## src/rtl/cyc_timer_pkg.sv

```systemverilog
package cyc_timer_pkg;
  localparam int OFFSET_W   = 12;
  localparam int COUNT_W    = 13;
  localparam int SEC_W      = 7;
  localparam int OFFSET_MOD = 3072;
  localparam int COUNT_MOD  = 8000;
  localparam int SEC_MOD    = 128;
  localparam int TIMER_W    = OFFSET_W + COUNT_W + SEC_W;

  typedef struct packed {
    logic [SEC_W-1:0]    sec;
    logic [COUNT_W-1:0]  count;
    logic [OFFSET_W-1:0] offset;
  } timer_t;
endpackage

```

## src/rtl/cyc_field_counter.sv

```systemverilog
module cyc_field_counter #(
  parameter int W   = 12,
  parameter int MOD = 3072
) (
  input  logic         clk,
  input  logic         rst_n,
  input  logic         load_en,
  input  logic [W-1:0] load_val,
  input  logic         inc,
  output logic [W-1:0] value,
  output logic         wrap
);
  localparam logic [W-1:0] LAST = W'(MOD - 1);

  // carry out is combinational so the whole cascade settles in one clock
  assign wrap = inc && (value >= LAST);

  always_ff @(posedge clk) begin
    if (!rst_n)        value <= '0;
    else if (load_en)  value <= load_val;
    else if (inc)      value <= wrap ? '0 : value + W'(1);
  end
endmodule

```

## src/rtl/cyc_strobe_gen.sv

```systemverilog
module cyc_strobe_gen (
  input  logic clk,
  input  logic rst_n,
  input  logic offset_wrap,
  input  logic top_bit,
  output logic cycle_start,
  output logic sec64_event
);
  logic wrap_q;
  logic top_q;

  always_ff @(posedge clk) begin
    if (!rst_n) begin
      wrap_q <= 1'b0;
      top_q  <= 1'b0;
    end else begin
      wrap_q <= offset_wrap;
      top_q  <= top_bit;
    end
  end

  assign cycle_start = wrap_q;
  assign sec64_event = top_bit ^ top_q;
endmodule

```

## src/rtl/cycle_timer_top.sv

```systemverilog
module cycle_timer_top
  import cyc_timer_pkg::*;
#(
  parameter int OFS_W   = OFFSET_W,
  parameter int CNT_W   = COUNT_W,
  parameter int SECS_W  = SEC_W,
  parameter int OFS_MOD = OFFSET_MOD,
  parameter int CNT_MOD = COUNT_MOD,
  localparam int TW     = OFS_W + CNT_W + SECS_W
) (
  input  logic          clk,
  input  logic          rst_n,
  input  logic          tick_en,
  input  logic          load_en,
  input  logic [TW-1:0] load_value,
  output logic [TW-1:0] timer_value,
  output logic          cycle_start,
  output logic          sec64_event
);
  localparam int CNT_LSB = OFS_W;
  localparam int SEC_LSB = OFS_W + CNT_W;

  logic [OFS_W-1:0]  ofs_q;
  logic [CNT_W-1:0]  cnt_q;
  logic [SECS_W-1:0] sec_q;
  logic ofs_inc, ofs_wrap, cnt_wrap, sec_wrap;

  assign ofs_inc = tick_en && !load_en;

  cyc_field_counter #(.W(OFS_W), .MOD(OFS_MOD)) u_ofs (
    .clk(clk), .rst_n(rst_n), .load_en(load_en),
    .load_val(load_value[CNT_LSB-1:0]), .inc(ofs_inc),
    .value(ofs_q), .wrap(ofs_wrap)
  );

  cyc_field_counter #(.W(CNT_W), .MOD(CNT_MOD)) u_cnt (
    .clk(clk), .rst_n(rst_n), .load_en(load_en),
    .load_val(load_value[SEC_LSB-1:CNT_LSB]), .inc(ofs_wrap),
    .value(cnt_q), .wrap(cnt_wrap)
  );

  cyc_field_counter #(.W(SECS_W), .MOD(1 << SECS_W)) u_sec (
    .clk(clk), .rst_n(rst_n), .load_en(load_en),
    .load_val(load_value[TW-1:SEC_LSB]), .inc(cnt_wrap),
    .value(sec_q), .wrap(sec_wrap)
  );

  assign timer_value = {sec_q, cnt_q, ofs_q};

  cyc_strobe_gen u_strb (
    .clk(clk), .rst_n(rst_n), .offset_wrap(ofs_wrap),
    .top_bit(sec_q[SECS_W-1]),
    .cycle_start(cycle_start), .sec64_event(sec64_event)
  );

  logic unused_wrap;
  assign unused_wrap = sec_wrap;
endmodule

```

## config.mk

```make
export PLATFORM = sky130hd
export DESIGN_NAME = cycle_timer_top
export DESIGN_NICKNAME = d
export VERILOG_FILES = /design/src/rtl/cyc_timer_pkg.sv /design/src/rtl/cyc_field_counter.sv /design/src/rtl/cyc_strobe_gen.sv /design/src/rtl/cycle_timer_top.sv
export SDC_FILE = /design/constraint.sdc
export NUM_CORES = 1
export LEC_CHECK = 0
export ABC_AREA = 1
export BUFFER_PORTS_ARGS = -buffer_cell sky130_fd_sc_hd__buf_2
export CORE_ASPECT_RATIO = 2
export CORE_UTILIZATION = 50
export DETAILED_ROUTE_END_ITERATION = 10
export PLACE_DENSITY = 0.78
export SLEW_MARGIN = 20
export SYNTH_ARGS = -nofsm -noshare
export SYNTH_HDL_FRONTEND = slang
export SYNTH_HIERARCHICAL = 1
export SYNTH_SLANG_ARGS = --single-unit
export TNS_END_PERCENT = 1
```

## constraint.sdc

```tcl
create_clock -name clk -period 3.52 [get_ports clk]
set_input_delay 0.704 -clock clk [delete_from_list [all_inputs] [get_ports clk]]
set_output_delay 0.704 -clock clk [all_outputs]
set_load 0.01 [all_outputs]
```

==> results of run 1 <==
==> power by group through the flow <==
| stage | clock (W) | sequential, W | combinational [W] |
|---|---|---|---|
| 3_5_place_dp | 0 | 0.000452 | 0.000163 |
| 3_3_place_gp | 0 | 0.000451 | 0.000159 |
| 2_1_floorplan | 0 | 0.000455 | 0.0000970 |
| 4_1_cts | 0.000306 | 0.000443 | 0.000164 |
| 6_report | 0.000300 | 0.000443 | 0.000164 |
| 5_1_grt | 0.000322 | 0.000448 | 0.000180 |
==> layer usage <==
layer	track usage (%)	routed length [µm]	up-vias
met2	49.8	3570	93
li1	-	-	1259
met3	4.52	315	14
met5	0	0	-
met4	11.6	147	0
met1	27.3	2320	1182
==> how the worst max path moves through the flow <==
stage	start	to	slack, ns	cells after the start
finish	u_ofs/value[0]$_SDFFE_PN0P_	u_sec/value[3]$_SDFFE_PN0P_	0.82	16
global route	u_ofs/value[0]$_SDFFE_PN0P_	u_sec/value[4]$_SDFFE_PN0P_	0.54	19
CTS	u_ofs/value[0]$_SDFFE_PN0P_	u_sec/value[4]$_SDFFE_PN0P_	0.86	19
detailed placement	load_en	u_sec/value[4]$_SDFFE_PN0P_	0.76	18
global placement	load_en	u_sec/value[3]$_SDFFE_PN0P_	0.88	15
floorplan	tick_en	u_sec/value[3]$_SDFFE_PN0P_	1.07	17
==> stage by stage <==
stage               total power, W  cells  hold slack (ns)  util (%)
floorplan                 0.000552    327            0.495         -
finish                    0.000907    447            0.492      62.1
global placement          0.000610    439            0.486      60.1
global route              0.000950    447            0.516      62.1
detailed placement        0.000615    439            0.481      60.1
CTS                       0.000913    447            0.492      62.1
==> sequential cells by signal, indices dropped and copies added, names as in the netlist <==
| register | flops |
|---|---|
| u_strb/top_q | 1 |
| u_cnt/value | 13 |
| u_sec/value | 7 |
| u_ofs/value | 12 |
| u_strb/cycle_start | 1 |
==> critical path: stages (launching register included) <==
cell and delay [ns]:
dfxtp_1 0.42, ha_1 0.24, nand3_2 0.10, nor2_2 0.13, nand2_1 0.08, nand2_2 0.07
nand2_2 0.15, inv_1 0.24, inv_1 0.08, nor2_2 0.15, nand2_4 0.15, inv_1 0.21
nor2_1 0.12, o21ai_1 0.16, nand2_1 0.07, o21a_1 0.18, nor2_1 0.07
==> cells in the final DEF, fill, tap and decap left out, types with 4 or more instances in the layout <==
master and n:
nor2_2 7, nand4_1 21, o21bai_1 5, a21oi_1 30
dfxtp_1 34, nand4_2 4, a22oi_1 27, or2_2 4
inv_1 40, nand2_2 5, nand3_1 18, buf_2 69
nand3_2 7, clkbuf_8 6, nor2_1 24, nand2_1 60
==> layout make-up <==
cell class	instances	area, µm²	area share (%)
Inverter	43	166	6.11
Timing Repair Buffer	70	353	13.0
Clock buffer	7	86.3	3.17
Clock inverter	1	5.00	0.184
Tap cell	54	67.6	2.48
Sequential cell	34	681	25.0
Multi-Input combinational cell	238	1360	50.1
==> flow_summary_export.csv, run 1 <==
group,metric,value,unit
run,maxCapViolations,0,
clocking,postCtsHoldBufs,0,
floorplan,io_pins,70,
finish,diodes,0,
global_routing,grt_max_degree,40,
finish,fillers,429,
clocking,postCtsResizedCells,0,
placed_design,io_buffer_count,69,
clocking,postCtsSetupRepairBufs,0,
synth,yosys_warnings,6,
sta,setup_slack,0.823,ns
hold_path,holdPathEnd,"u_strb/top_q$_SDFF_PN0_",
pwr,p_sw,0.000270,W
status,status,"complete, no violations",
placed_design,routabilityCongestion,0.879,
sta,rsz0062_at_grt,"no",
critical_path,end_kind,"flop",
pwr,vdd_drop_max,0.308,mV
floorplan,die_h,98.3,µm
sta,slew_viol_final,0,
critical_path,r2r_slack,0.82,ns
clocking,clock-root-buffer,"clkbuf_8",
floorplan,rows,34,
sta,finalSetupTns,0,ns
synth,netlist_area,2320,µm²
global_routing,antenna_found_initial,0,
sta,finalCriticalPeriod,2.70,ns
sta,clock_skew,0.0104,ns
floorplan,die_x,50.2,µm
critical_path,r2r_cells,16,
floorplan,fp.dieArea,4930,µm²
sta,worst_slew_pin_slew,0.871,ns
routing,wl,6350,µm
hold_path,min_from,"u_sec/value[6]$_SDFFE_PN0P_",
hold_path,hold_path_class,"flop to flop",
clocking,clockBufferDepth,2,
placed_design,place_hpwl,4670,µm
routing,viasPerCell,5.70,
global_routing,grt_pass1_vias,2390,
pwr,p_comb_share,18.0,%
sta,setup_violations,0,
routing,via_count,2548,
pwr,power.density,333,nW/µm²
critical_path,crit_type,"flop to flop",
clocking,h-tree-depth,2,
critical_path,worstPathRequired,3.75,ns
pwr,p_leak,1.24,nW
clocking,cts_tree,"yes",
pwr,p_int,0.000637,W
critical_path,cp_max_fo,14,
synth,syn_nets,366,
clocking,numCtsBuffers,5,
pwr,clock_power_share,33.1,%
critical_path,rr_startpoint,"u_ofs/value[0]$_SDFFE_PN0P_",
clocking,clk_pin_slew,0.08,ns
routing,drtIter0Drc,95,
placed_design,dpl_cell_area,2630,µm²
pwr,power_frac_seq,48.9,%
floorplan,start_util,52.9,%
critical_path,critPathLaunchType,"flop",
hold_path,hold_depth,2,
sta,slew_headroom,41.7,%
clocking,clock-sinks,34,
sta,hold_viol_final,0,
synth,syn_area_per_cell,7.09,µm²
routing,dr.pass1.iters,4,
clocking,clkLatencyLatePin,0.29,ns
critical_path,rr_endpoint,"u_sec/value[3]$_SDFFE_PN0P_",
routing,antenna_left,0,
global_routing,grtUsageTotal,26.6,%
routing,wl_per_cell,14.2,µm
sta,fmax,0.371,GHz
global_routing,overflow,0,
finish,drive_above_1_share,29.5,%
finish,nets,431,
critical_path,arrival,2.92,ns
synth,netlist_instances,327,
floorplan,core-area,4380,µm²
placed_design,preCtsSetupSlack,0.763,ns
finish,fin_area,2720,µm²
finish,syn_to_final_growth,17.4,%
sta,fin_crit_sh,76.6,%
pwr,sw_frac_of_total,29.7,%
global_routing,grt_pass1_wl,10200,µm
routing,drc,0,
Power figures use the tool's default switching activity.
==> run 2, diff against run 1 <==
--- a/config.mk
+++ b/config.mk
@@ -5,12 +5,12 @@
 export SDC_FILE = /design/constraint.sdc
 export NUM_CORES = 1
 export LEC_CHECK = 0
-export ABC_AREA = 1
+export ABC_AREA = 0
 export BUFFER_PORTS_ARGS = -buffer_cell sky130_fd_sc_hd__buf_2
 export CORE_ASPECT_RATIO = 2
-export CORE_UTILIZATION = 50
+export CORE_UTILIZATION = 46
 export DETAILED_ROUTE_END_ITERATION = 10
-export PLACE_DENSITY = 0.78
+export PLACE_DENSITY = 0.76
 export SLEW_MARGIN = 20
 export SYNTH_ARGS = -nofsm -noshare
 export SYNTH_HDL_FRONTEND = slang
==> constraint.sdc (replaced) <==
create_clock -name clk -period 2.2 [get_ports clk]
set_input_delay 0.44 -clock clk [delete_from_list [all_inputs] [get_ports clk]]
set_output_delay 0.44 -clock clk [all_outputs]
set_load 0.01 [all_outputs]
==> run 2 against run 1 <==
The run now ends with setup timing left. Sequential power up 58%. Sequential cell count is the same. Clock skew down 0.0072 ns. First-iteration DRC count fell by 2.1%. Clock power up 61%. Synthesized area decreased by 7.1%.
==> flow_summary_export.csv, run 2 <==
group,metric,value,unit
synth,synth_cell_types,48,
finish,diodes,0,
finish,layout_common_cells,"buf_2, buf_4, dfxtp_1",
pwr,power_frac_seq,46.4,%
finish,syn_to_final_growth,37.8,%
global_routing,grtUsageTotal,27.2,%
pwr,clock_power_share,32.2,%
critical_path,worstPathRequired,2.42,ns
sta,finalCriticalPeriod,2.48,ns
clocking,cts_tree,"yes",
clocking,clockBufferDepth,2,
global_routing,grt_max_degree,38,
status,status,"complete, but fails checks",
critical_path,cpMaxStageDelayCell,"or3_1",
clocking,postCtsHoldBufs,0,
pwr,power.density,506,nW/µm²
critical_path,cp_cell_sequence,"ha_4 > and4_4 > and3_4 > o21ai_4 > nor2_4 > nand2_2 > or3_4 > nor2_4 > nand4_1 > or3_1 > a31oi_1",
critical_path,cpPeakStageDelay,0.43,ns
routing,wl,6680,µm
routing,via_count,2518,
finish,largestRegisters,"u_cnt/value: 13 flops, u_ofs/value: 12 flops, u_sec/value: 7 flops",
hold_path,holdPathEnd,"u_sec/value[3]$_SDFFE_PN0P_",
floorplan,rows,34,
sta,slew_headroom,62.2,%
pwr,p_comb_share,21.4,%
critical_path,r2r_slack,-0.28,ns
critical_path,crit_type,"flop to flop",
synth,syn_nets,320,
placed_design,io_buffer_count,69,
pwr,p_total,0.00150,W
synth,yosys.area.top_type,"dfxtp_1",
hold_path,min_from,"load_value[28]",
critical_path,r2r_cells,11,
sta,fmax,0.403,GHz
sta,slew_viol_final,0,
floorplan,die_x,50.4,µm
finish,largest_reg_flops,13,
critical_path,cpMostUsedCell,"nor2_4",
pwr,p_int,0.00105,W
synth,synth-seq-cells,34,
finish,drive_above_1_share,34.6,%
global_routing,grt_pass1_wl,10500,µm
synth,yosysSeqAreaShare,31.6,%
routing,drc,0,
routing,antenna_left,0,
routing,dr.pass1.iters,6,
synth,syn_area_per_cell,7.66,µm²
sta,fin_crit_sh,113,%
synth,netlist_instances,281,
critical_path,arrival,2.70,ns
sta,clock_skew,0.00319,ns
synth,yosys_warnings,6,
run,maxCapViolations,0,
placed_design,preCtsSetupSlack,-0.301,ns
critical_path,cp_max_fo,5,
finish,seqCellArea,688,µm²
routing,wl_per_cell,15.3,µm
synth,synthTopCellsByCount,"dfxtp_1, nand2_1, a21oi_1",
placed_design,routabilityCongestion,0.817,
floorplan,io_pins,70,
sta,setup_slack,-0.283,ns
synth,synthFlopType,"dfxtp_1",
hold_path,hold_path_class,"primary input to flop",
finish,nets,420,
hold_path,hold_depth,3,
clocking,clock-root-buffer,"clkbuf_8",
critical_path,end_kind,"flop",
floorplan,fp.dieArea,4980,µm²
sta,finalSetupTns,-1.75,ns
placed_design,place_hpwl,4950,µm
global_routing,antenna_found_initial,0,
clocking,clkLatencyLatePin,0.28,ns
floorplan,die_h,98.8,µm
critical_path,rr_startpoint,"u_ofs/value[1]$_SDFFE_PN0P_",
pwr,p_leak,1.25,nW
floorplan,core-area,4420,µm²
sta,setup_violations,10,
clocking,numCtsBuffers,5,
synth,netlist_area,2150,µm²
critical_path,rr_endpoint,"u_sec/value[5]$_SDFFE_PN0P_",
global_routing,grt_pass1_vias,2408,
pwr,sw_frac_of_total,29.8,%
pwr,vdd_drop_max,0.448,mV
finish,multi_input_area,1450,µm²
sta,rsz0062_at_grt,"yes",
clocking,clock-sinks,34,
pwr,p_sw,0.000448,W
synth,yosysMostFrequentCell,"dfxtp_1",
synth,yosys-top-cells-area,"dfxtp_1, a21oi_1, nand2_1",
finish,top_register,"u_cnt/value",
clocking,clk_pin_slew,0.07,ns
routing,viasPerCell,5.78,
status,violations,"setup timing",
critical_path,critPathLaunchType,"flop",
synth,synth_top_cell_area_share,31.6,%
synth,synth_edf_count,0,
sta,hold_viol_final,0,
routing,drtIter0Drc,93,
floorplan,start_util,48.7,%
finish,fillers,418,
clocking,h-tree-depth,2,
global_routing,overflow,0,
synth,synth-async-reset-ratio,0,%
sta,worst_slew_pin_slew,0.564,ns
finish,final_common_cell,"buf_2",
## run 2: cell count changes in the layout (fill, tap and decap cells not counted), moves of 6 or more
cell     change
a22oi_1     -25
nor3_1       +6
nand3_2      -7
nor3b_1      +8
nand2_1     -33
xnor2_1      +8
nand4_1     -15
nor2_1      -11
o21ai_0     +12
buf_4       +34
xor2_1       +8
o21a_1       +8
inv_1       -27
## run 2: how the worst max path moves through the flow
stage | start | to | slack [ns] | cells after the start
after floorplan | u_ofs/value[1]$_SDFFE_PN0P_ | u_sec/value[0]$_SDFFE_PN0P_ | -0.35 | 11
after global placement | u_ofs/value[1]$_SDFFE_PN0P_ | u_sec/value[1]$_SDFFE_PN0P_ | -0.23 | 11
after detailed placement | u_ofs/value[1]$_SDFFE_PN0P_ | u_sec/value[6]$_SDFFE_PN0P_ | -0.30 | 12
after CTS | u_ofs/value[1]$_SDFFE_PN0P_ | u_sec/value[6]$_SDFFE_PN0P_ | -0.20 | 11
after global routing | u_ofs/value[1]$_SDFFE_PN0P_ | u_sec/value[5]$_SDFFE_PN0P_ | -0.37 | 11
final | u_ofs/value[1]$_SDFFE_PN0P_ | u_sec/value[5]$_SDFFE_PN0P_ | -0.28 | 11
## run 2: cell type report
type	instances	share of cell area, %
Clock buffer	7	2.91
Multi-Input combinational cell	222	48.8
Sequential cell	34	23.2
Tap cell	54	2.28
Clock inverter	1	0.169
Inverter	13	1.64
Timing Repair Buffer	105	21.0
## run 2: per-layer routing
layer  global-route usage (%)  part of all wire, %  vias up
met5                        0                    0        -
met4                     15.8                  3.2        0
met3                     2.78                  3.7       19
met2                     51.8                   56       78
met1                     26.8                   37     1191
li1                         -                    -     1230
## run 2: cells by family (layout without fill, tap and decap cells)
kind of cell | after synthesis | after routing | share of synthesized area, %
and+or+nand+nor | 113 | 113 | 28.2
AOI/OAI and AO/OA | 87 | 87 | 26.1
DFF | 34 | 34 | 31.6
buffers and inverters | 25 | 126 | 4.47
xor gates and xnor gates | 16 | 16 | 6.51
adders and majority gates | 3 | 3 | 1.74
muxes | 3 | 3 | 1.39
## run 2: stage by stage
step / cells / hold WS (ns) / instance area (µm²) / utilization (%)
after global placement: 426 / 0.533 / 2830 / 63.9
after global routing: 436 / 0.405 / 2970 / 67.1
after floorplan: 281 / 0.542 / 2200 / -
final: 436 / 0.409 / 2970 / 67.1
after CTS: 436 / 0.400 / 2940 / 66.4
after detailed placement: 426 / 0.546 / 2830 / 63.9
## run 2: worst max-delay path, delay by kind of cell (launching register included)
family	cells	cell delay [ns]
flops	1	0.36
compound gates	2	0.18
fa+ha+maj	1	0.13
simple gates	8	1.74
## run 2: power groups by stage
| stage | combinational (W) | clock (W) | sequential (W) |
|---|---|---|---|
| 2_1_floorplan | 0.000140 | 0 | 0.000734 |
| 3_3_place_gp | 0.000307 | 0 | 0.000709 |
| 3_5_place_dp | 0.000315 | 0 | 0.000711 |
| 4_1_cts | 0.000317 | 0.000495 | 0.000697 |
| 5_1_grt | 0.000351 | 0.000518 | 0.000703 |
| 6_report | 0.000321 | 0.000483 | 0.000698 |
## run 2: repair_timing
item | in CTS | in global routing
endpoints found under the setup margin | 13 | 19
resized for setup | 3 | 7
pin swaps | 8 | 6
buffers inserted | 2 | 0
